File: src/rtl/pal_pkg.sv
package pal_pkg;
  // Counter width that can hold values 0..n-1, never below one bit.
  function automatic int unsigned span_w(input int unsigned n);
    int unsigned w;
    w = (n <= 2) ? 1 : $clog2(n);
    return w;
  endfunction
endpackage

File: src/rtl/pal_edge_qual.sv
module pal_edge_qual (
  input  logic clk_i,
  input  logic rst_i,
  input  logic raw_i,
  output logic rise_o
);
  logic [2:0] sync_q;

  always_ff @(posedge clk_i) begin
    if (rst_i) sync_q <= '0;
    else       sync_q <= {sync_q[1:0], raw_i};
  end

  // Stage 1 is the synchronized level; stage 2 is its previous value.
  assign rise_o = sync_q[1] & ~sync_q[2];
endmodule

File: src/rtl/pal_tick_gen.sv
module pal_tick_gen #(
  parameter int unsigned TICK_DIV = 4
) (
  input  logic clk_i,
  input  logic rst_i,
  output logic tick_o
);
  localparam int unsigned DW = pal_pkg::span_w(TICK_DIV);
  localparam logic [DW-1:0] LAST = DW'(TICK_DIV - 1);

  logic [DW-1:0] div_q;

  always_ff @(posedge clk_i) begin
    if (rst_i) begin
      div_q  <= '0;
      tick_o <= 1'b0;
    end else begin
      tick_o <= (div_q == LAST);
      div_q  <= (div_q == LAST) ? '0 : div_q + 1'b1;
    end
  end
endmodule

File: src/rtl/pal_window.sv
module pal_window #(
  parameter int unsigned WIN_TICKS = 3
) (
  input  logic clk_i,
  input  logic rst_i,
  input  logic rearm_i,
  input  logic tick_i,
  output logic active_o
);
  localparam int unsigned WW = pal_pkg::span_w(WIN_TICKS + 1);
  localparam logic [WW-1:0] FULL = WW'(WIN_TICKS);

  logic [WW-1:0] left_q;

  always_ff @(posedge clk_i) begin
    if (rst_i)                       left_q <= '0;
    else if (rearm_i)                left_q <= FULL;
    else if (tick_i && left_q != '0) left_q <= left_q - 1'b1;
  end

  assign active_o = (left_q != '0);
endmodule

File: src/rtl/pal_duration.sv
module pal_duration #(
  parameter int unsigned STAGES = 14
) (
  input  logic              clk_i,
  input  logic              rst_i,
  input  logic              clear_i,
  input  logic              active_i,
  input  logic              tick_i,
  output logic [STAGES-1:0] count_o
);
  localparam int unsigned TOP = STAGES - 1;

  logic [STAGES-1:0] cnt_q;
  logic              held;

  assign held = cnt_q[TOP];

  always_ff @(posedge clk_i) begin
    if (rst_i || clear_i) cnt_q <= '0;
    else if (held)        cnt_q <= cnt_q;        // frozen at terminal state
    else if (!active_i)   cnt_q <= '0;           // window expired
    else if (tick_i)      cnt_q <= cnt_q + 1'b1;
  end

  assign count_o = cnt_q;
endmodule

File: src/rtl/pulse_activity_latch.sv
module pulse_activity_latch #(
  parameter int unsigned TICK_DIV   = 44_000_000,
  parameter int unsigned WIN_TICKS  = 136,
  parameter int unsigned DUR_STAGES = 14
) (
  input  logic clk_i,
  input  logic rst_i,
  input  logic pulse_i,
  input  logic clear_i,
  output logic load_on_o
);
  logic                  pulse_edge;
  logic                  tick;
  logic                  win_active;
  logic [DUR_STAGES-1:0] cnt_q;

  pal_edge_qual u_edge (
    .clk_i (clk_i),
    .rst_i (rst_i),
    .raw_i (pulse_i),
    .rise_o(pulse_edge)
  );

  pal_tick_gen #(.TICK_DIV(TICK_DIV)) u_tick (
    .clk_i (clk_i),
    .rst_i (rst_i),
    .tick_o(tick)
  );

  pal_window #(.WIN_TICKS(WIN_TICKS)) u_win (
    .clk_i   (clk_i),
    .rst_i   (rst_i),
    .rearm_i (pulse_edge),
    .tick_i  (tick),
    .active_o(win_active)
  );

  pal_duration #(.STAGES(DUR_STAGES)) u_dur (
    .clk_i   (clk_i),
    .rst_i   (rst_i),
    .clear_i (clear_i),
    .active_i(win_active),
    .tick_i  (tick),
    .count_o (cnt_q)
  );

  // The top stage is a flop, so the output is registered.
  assign load_on_o = cnt_q[DUR_STAGES-1];
endmodule

File: config.mk
export PLATFORM = sky130hd
export DESIGN_NAME = pulse_activity_latch
export DESIGN_NICKNAME = d
export VERILOG_FILES = /design/src/rtl/pal_pkg.sv /design/src/rtl/pal_edge_qual.sv /design/src/rtl/pal_tick_gen.sv /design/src/rtl/pal_window.sv /design/src/rtl/pal_duration.sv /design/src/rtl/pulse_activity_latch.sv
export SDC_FILE = /design/constraint.sdc
export NUM_CORES = 1
export LEC_CHECK = 0
export BUFFER_PORTS_ARGS = -buffer_cell sky130_fd_sc_hd__buf_4
export CORE_MARGIN = 2
export CORE_UTILIZATION = 30
export DETAILED_ROUTE_END_ITERATION = 12
export GPL_TIMING_DRIVEN = 1
export SLEW_MARGIN = 0
export SYNTH_ARGS = -nofsm -noshare
export SYNTH_HDL_FRONTEND = slang
export SYNTH_SLANG_ARGS = --single-unit
File: constraint.sdc
create_clock -name clk_i -period 5.1 [get_ports clk_i]
set_input_delay 0.51 -clock clk_i [delete_from_list [all_inputs] [get_ports clk_i]]
set_output_delay 0.51 -clock clk_i [all_outputs]
set_load 0.05 [all_outputs]
==> flow_metrics.env, run 1 <==
export IMPL_status="completed"
export IMPL_drt_iter0_markers=99
export IMPL_synth_top_family_by_area="simple AND/OR/NAND/NOR gates"
export IMPL_slew_headroom=0.575
export IMPL_p_clk_frac=0.393
export IMPL_portBuffers=4
export IMPL_totalWireLength_um=5030
export IMPL_synthToLayoutAreaGrowth_pct=9.57
export IMPL_r2r_end="u_tick.div_q[23]"
export IMPL_path_clk_slew_ns=0.10
export IMPL_slowest_stage="or4_1"
export IMPL_hpwl_um=3470
export IMPL_drv_cap=0
export IMPL_grt_antenna_before_repair=0
export IMPL_cp_max_fo=10
export IMPL_skew_ns=0.0153
export IMPL_clock_sinks=52
export IMPL_min_path_type="in -> reg"
export IMPL_hold_path_cell_count=2
export IMPL_min_period_ns=2.05
export IMPL_synthAdderAreaFrac=0.0203
export IMPL_coreArea_mm2=0.00809
export IMPL_power_density_mw_per_mm2=272
export IMPL_reg2reg_from="u_tick.div_q[8]"
export IMPL_syn_nets=299
export IMPL_crit_path_max_incr_delay_ns=0.71
export IMPL_cts_resized=0
export IMPL_ios=5
export IMPL_dp_worst_setup_slack_ns=3.04
export IMPL_grt_pass1_vias=1976
export IMPL_power_mw=0.736
export IMPL_via_count=2119
export IMPL_synth_seq_cells=52
export IMPL_drive_gt1_frac=0.0616
export IMPL_endpoint_kind="register"
export IMPL_dr_pass1_iters=4
export IMPL_routedWlPerCell_um=12.7
export IMPL_fin_ws_ns=3.05
export IMPL_reg2reg_setup_slack_ns=3.05
export IMPL_synth_compound_area_frac=0.159
export IMPL_cts_setup_buffers=0
export IMPL_crit_type="reg -> reg"
export IMPL_switching_share=0.225
export IMPL_report_final_slew_viol_count=0
export IMPL_crit_chain="nand3_2, or4_1, or4_1, a21oi_1"
export IMPL_die_area_mm2=0.00897
export IMPL_startpoint="u_tick.div_q[8]"
export IMPL_stdcell_area_mm2=0.00271
export IMPL_tns_ns=0
export IMPL_via_per_inst=5.34
export IMPL_synth_cell_types=45
export IMPL_cp_start_kind="register"
export IMPL_peakVddDrop_mv=0.101
export IMPL_grt_util_all_layers=0.123
export IMPL_cts_tree="built"
export IMPL_synth_area_mm2=0.00247
export IMPL_switchingPower_mw=0.166
export IMPL_cp_data_required_time_ns=5.35
export IMPL_min_from="pulse_i"
export IMPL_synthArstFlopShare=0
export IMPL_synth_area_mux_share=0.00405
export IMPL_cts_max_level=2
export IMPL_p_seq_frac=0.566
export IMPL_placed_area_mm2=0.00259
export IMPL_grt_overflow=0
export IMPL_drc=0
export IMPL_setup_viol=0
export IMPL_die_w_um=94.7
export IMPL_root_buffer="clkbuf_8"
export IMPL_start_util=0.305
export IMPL_synthSimpleGateAreaFrac=0.309
export IMPL_finalHoldViolations=0
export IMPL_min_to="u_edge.sync_q[0]"
export IMPL_rows=33
export IMPL_p_comb_frac=0.041
export IMPL_synth_area_per_cell_um2=8.49
export IMPL_synth_edf_count=0
export IMPL_postCtsHoldBufs=0
export IMPL_min_period_over_period=0.401
export IMPL_grt_pass1_wl_um=8940
export IMPL_yosys_warnings=0
export IMPL_cts_made_buffers=5
export IMPL_fin_nets=299
export IMPL_synth_xor_area_frac=0.0532
export IMPL_path_common_cell="or4_1"
export IMPL_worstMarginPinSlew_ns=0.636
export IMPL_clock_latency_ns=0.31
export IMPL_num_antenna_cells=0
export IMPL_rsz0062_at_grt="no"
export IMPL_grt_max_degree=25
export IMPL_holdWs_ns=0.412
export IMPL_synth_seq_area_share=0.421
export IMPL_reg2reg_depth=4
export IMPL_synth_ff_type="dfxtp_1"
export IMPL_fmax_mhz=489
export IMPL_netlist_instances=291
export IMPL_gp_congestion=0.781
export IMPL_p_int_mw=0.570
export IMPL_clock_path_buffers=2
export IMPL_leakagePower_nw=0.828
export IMPL_ant_nets=0
export IMPL_arrival_ns=2.29
export IMPL_die_y_um=94.7
## layout make-up
cell class / instances / area, um^2
clock buffer: 6 / 72.6
tap: 105 / 131
fill: 882 / 5390
inverter: 7 / 26.3
clock inverter: 2 / 38.8
multi-input combinational: 219 / 1350
timing repair buffer: 6 / 45.0
sequential: 52 / 1040
## logic make-up (layout without fill, tap and decap cells)
kind of cell    after synthesis  after routing
fa+ha+maj                     4              4
flops                        52             52
simple gates                136            136
mux                           1              1
buf+inv                      20             21
xor+xnor                     15             15
compound gates               63             63
## flip-flops by register name (all words and copies together) (netlist names)
register,count
u_win.left_q,8
u_edge.sync_q,3
u_dur.count_o,14
u_tick.tick_o,1
u_tick.div_q,26
## power groups by stage
stage | combinational (mW) | sequential (mW) | clock (mW)
finish | 0.0301 | 0.417 | 0.290
global route | 0.0337 | 0.418 | 0.318
CTS | 0.0303 | 0.417 | 0.299
detailed placement | 0.0304 | 0.426 | 0
global placement | 0.0295 | 0.426 | 0
floorplan | 0.0216 | 0.425 | 0
## worst max-delay path, delay by kind of cell (launching register included)
kind             cells  cell delay (ns)
AND/OR/NAND/NOR      3             1.37
flip-flops           1             0.47
AO/OA/AOI/OAI        1             0.14
## Yosys cell counts (2+ instances only)
master	count	area share
nand2b_1	2	0.0051
o21ai_0	5	0.010
nor4_1	5	0.013
and4_1	4	0.014
o31ai_1	11	0.033
a211oi_1	3	0.0091
ha_1	4	0.020
nor4b_1	2	0.0071
nand2_1	20	0.030
or2_1	2	0.0051
a21oi_1	24	0.049
buf_2	3	0.0061
o211ai_1	3	0.0091
or3_1	10	0.025
nand3_1	18	0.036
o21ai_1	5	0.010
or4_1	16	0.049
nor2b_1	3	0.0076
and2_1	2	0.0051
nor3_1	5	0.010
xor2_1	6	0.021
clkbuf_1	9	0.014
and3_1	6	0.015
a31oi_1	3	0.0076
nor2_1	24	0.036
nand4_1	11	0.028
a22oi_1	2	0.0061
dfxtp_1	52	0.42
xnor2_1	9	0.032
inv_1	7	0.011
## through the flow
stage,instances,utilization
after floorplan,291,-
after global placement,389,0.321
after detailed placement,389,0.321
after CTS,397,0.334
after global routing,397,0.334
final,397,0.334
## cell usage in the layout, fill, tap and decap left out, types with 7 or more instances in the layout
cell type	instances
a21oi_1	24
or3_1	10
nand2_1	20
o31ai_1	10
dfxtp_1	52
nand3_1	18
nor2_1	24
inv_1	7
or4_1	16
xnor2_1	9
nand4_1	11
## layer usage
metal	GRT usage	part of all wire	vias to the layer above
li1	-	-	1089
met1	0.158	0.52	1005
met2	0.203	0.45	23
met3	0.0383	0.028	2
met4	0.0254	0.0044	0
met5	0	0	-
## worst max-delay path by stage
stage / end / slack, ns / cells after the start
finish: u_tick.div_q[23] / 3.05 / 4
global route: u_tick.div_q[25] / 2.87 / 6
CTS: u_dur.count_o[8] / 3.04 / 7
detailed placement: u_tick.div_q[25] / 3.04 / 6
global placement: u_tick.div_q[25] / 3.07 / 6
floorplan: u_dur.count_o[12] / 3.15 / 6
Power figures use the tool's default switching activity.
==> run 2, diff against run 1 <==
clock period = 1.7 ns   (was 5.1 ns; I/O delays follow)
==> flow_metrics.env, run 2 (synthesized netlist as in run 1, its figures left out) <==
export IMPL_holdWs_ns=0.0530
export IMPL_drv_cap=0
export IMPL_cts_tree="built"
export IMPL_placed_area_mm2=0.00295
export IMPL_nFillCells=805
export IMPL_startpoint="u_win.left_q[1]"
export IMPL_coreArea_mm2=0.00809
export IMPL_dpl_cell_count=431
export IMPL_gp_congestion=0.789
export IMPL_worstMarginPinSlew_ns=0.415
export IMPL_min_period_over_period=1.04
export IMPL_slew_headroom=0.723
export IMPL_grt_util_all_layers=0.141
export IMPL_num_antenna_cells=0
export IMPL_setup_viol=5
export IMPL_clock_sinks=52
export IMPL_min_path_type="in -> reg"
export IMPL_cts_max_level=2
export IMPL_crit_path_max_incr_delay_ns=0.54
export IMPL_portBuffers=4
export IMPL_peakVddDrop_mv=0.419
export IMPL_grt_antenna_before_repair=0
export IMPL_fin_ws_ns=-0.0612
export IMPL_synthToLayoutAreaGrowth_pct=41.1
export IMPL_path_clk_slew_ns=0.10
export IMPL_cp_max_fo=5
export IMPL_clock_latency_ns=0.32
export IMPL_dr_pass1_iters=4
export IMPL_grt_pass1_wl_um=10200
export IMPL_critPathTopFamily="simple AND/OR/NAND/NOR gates"
export IMPL_ant_nets=0
export IMPL_status="complete, but fails checks"
export IMPL_fmax_mhz=568
export IMPL_stdcell_area_mm2=0.00348
export IMPL_violations="negative setup slack"
export IMPL_regMostFlops="u_tick.div_q"
export IMPL_instances_no_fill=460
export IMPL_cp_data_required_time_ns=1.96
export IMPL_min_period_ns=1.76
export IMPL_power_mw=2.32
export IMPL_start_util=0.305
export IMPL_hpwl_um=4050
export IMPL_grt_max_degree=21
export IMPL_critical_path_buf_inv_count=1
export IMPL_reg2reg_setup_slack_ns=-0.06
export IMPL_cts_made_buffers=5
export IMPL_final_cell_mix="buf_4, dfxtp_1, nor2_1"
export IMPL_root_buffer="clkbuf_8"
export IMPL_final_common_cell="buf_4"
export IMPL_finalHoldViolations=0
export IMPL_grt_pass1_vias=2227
export IMPL_die_area_mm2=0.00897
export IMPL_drive_gt1_frac=0.372
export IMPL_clock_path_buffers=2
export IMPL_routedWlPerCell_um=14.1
export IMPL_grt_overflow=0
export IMPL_min_to="u_edge.sync_q[0]"
export IMPL_power_density_mw_per_mm2=664
export IMPL_report_final_slew_viol_count=0
export IMPL_drc=0
export IMPL_die_y_um=94.7
export IMPL_reg2reg_from="u_win.left_q[1]"
export IMPL_fin_nets=362
export IMPL_via_per_inst=5.32
export IMPL_leakagePower_nw=1.23
export IMPL_cp_start_kind="register"
export IMPL_endpoint_kind="register"
export IMPL_via_count=2447
export IMPL_largest_reg_flops=26
export IMPL_slowest_stage="or4_4"
export IMPL_crit_chain="inv_2, ha_4, nor4b_4, a22oi_2, or4_4, a21oi_2"
export IMPL_min_from="pulse_i"
export IMPL_rsz0062_at_grt="yes"
export IMPL_drt_iter0_markers=96
export IMPL_crit_type="reg -> reg"
export IMPL_die_w_um=94.7
export IMPL_skew_ns=0.0143
export IMPL_final_util=0.431
export IMPL_hold_path_cell_count=2
export IMPL_rows=33
export IMPL_r2r_end="u_dur.count_o[11]"
export IMPL_arrival_ns=2.02
export IMPL_ios=5
export IMPL_totalWireLength_um=6480
export IMPL_reg2reg_depth=6
-- run 2: changes by cell type in the layout (fill, tap and decap cells not counted), sizes merged --
cell / delta
buf: +59
clkbuf: +2
a22oi: +2
-- run 2: metrics by stage --
stage          TNS, ns  setup slack [ns]
2_1_floorplan   -0.252           -0.0810
3_3_place_gp    -0.705           -0.0765
3_5_place_dp     -1.78            -0.174
4_1_cts         -0.319           -0.0813
5_1_grt          -1.04            -0.130
6_report        -0.171           -0.0612
-- run 2: repair_timing --
item                       in CTS  in global routing
hold buffers                    0                  0
gates cloned                    2                  3
setup endpoints to repair      20                 43
gates resized for setup        15                 41
pin swaps                       6                 26
buffers inserted                9                  7
-- run 2: power by group --
part	switching, mW	leakage [nW]	total [mW]	internal, mW
Sequential	0.0120	0.426	1.25	1.23
Clock	0.432	0.0558	0.878	0.446
Combinational	0.0928	0.746	0.191	0.0978
-- run 2: area by class of cell --
cell class | count | area (um^2) | area share
Tap cell | 105 | 131 | 0.0377
Clock buffer | 6 | 72.6 | 0.0208
Timing Repair Buffer | 67 | 571 | 0.164
Sequential cell | 52 | 1060 | 0.303
Clock inverter | 2 | 38.8 | 0.0111
Inverter | 7 | 26.3 | 0.00754
Multi-Input combinational cell | 221 | 1590 | 0.456
-- run 2: metal layers --
| metal | routed length [um] | up-vias | GRT usage | share of wire |
|---|---|---|---|---|
| met5 | 0 | - | 0 | 0 |
| met4 | 99 | 0 | 0.0399 | 0.015 |
| met3 | 185 | 10 | 0.0287 | 0.029 |
| met2 | 3250 | 37 | 0.241 | 0.50 |
| met1 | 2950 | 1187 | 0.181 | 0.45 |
| li1 | - | 1213 | - | - |
-- run 2: worst register-to-register path: stages, from the launching register on --
cell and delay, ns:
dfxtp_2 0.34, inv_2 0.07, ha_4 0.13, nor4b_4 0.33
a22oi_2 0.17, or4_4 0.54, a21oi_2 0.12
-- run 2: how the worst max path moves through the flow --
stage	endpoint	slack, ns	cells past startpoint
after floorplan	u_tick.div_q[19]	-0.08	6
after global placement	u_dur.count_o[2]	-0.08	7
after detailed placement	u_dur.count_o[2]	-0.17	7
after CTS	u_dur.count_o[8]	-0.08	6
after global routing	u_dur.count_o[11]	-0.13	6
final	u_dur.count_o[11]	-0.06	6
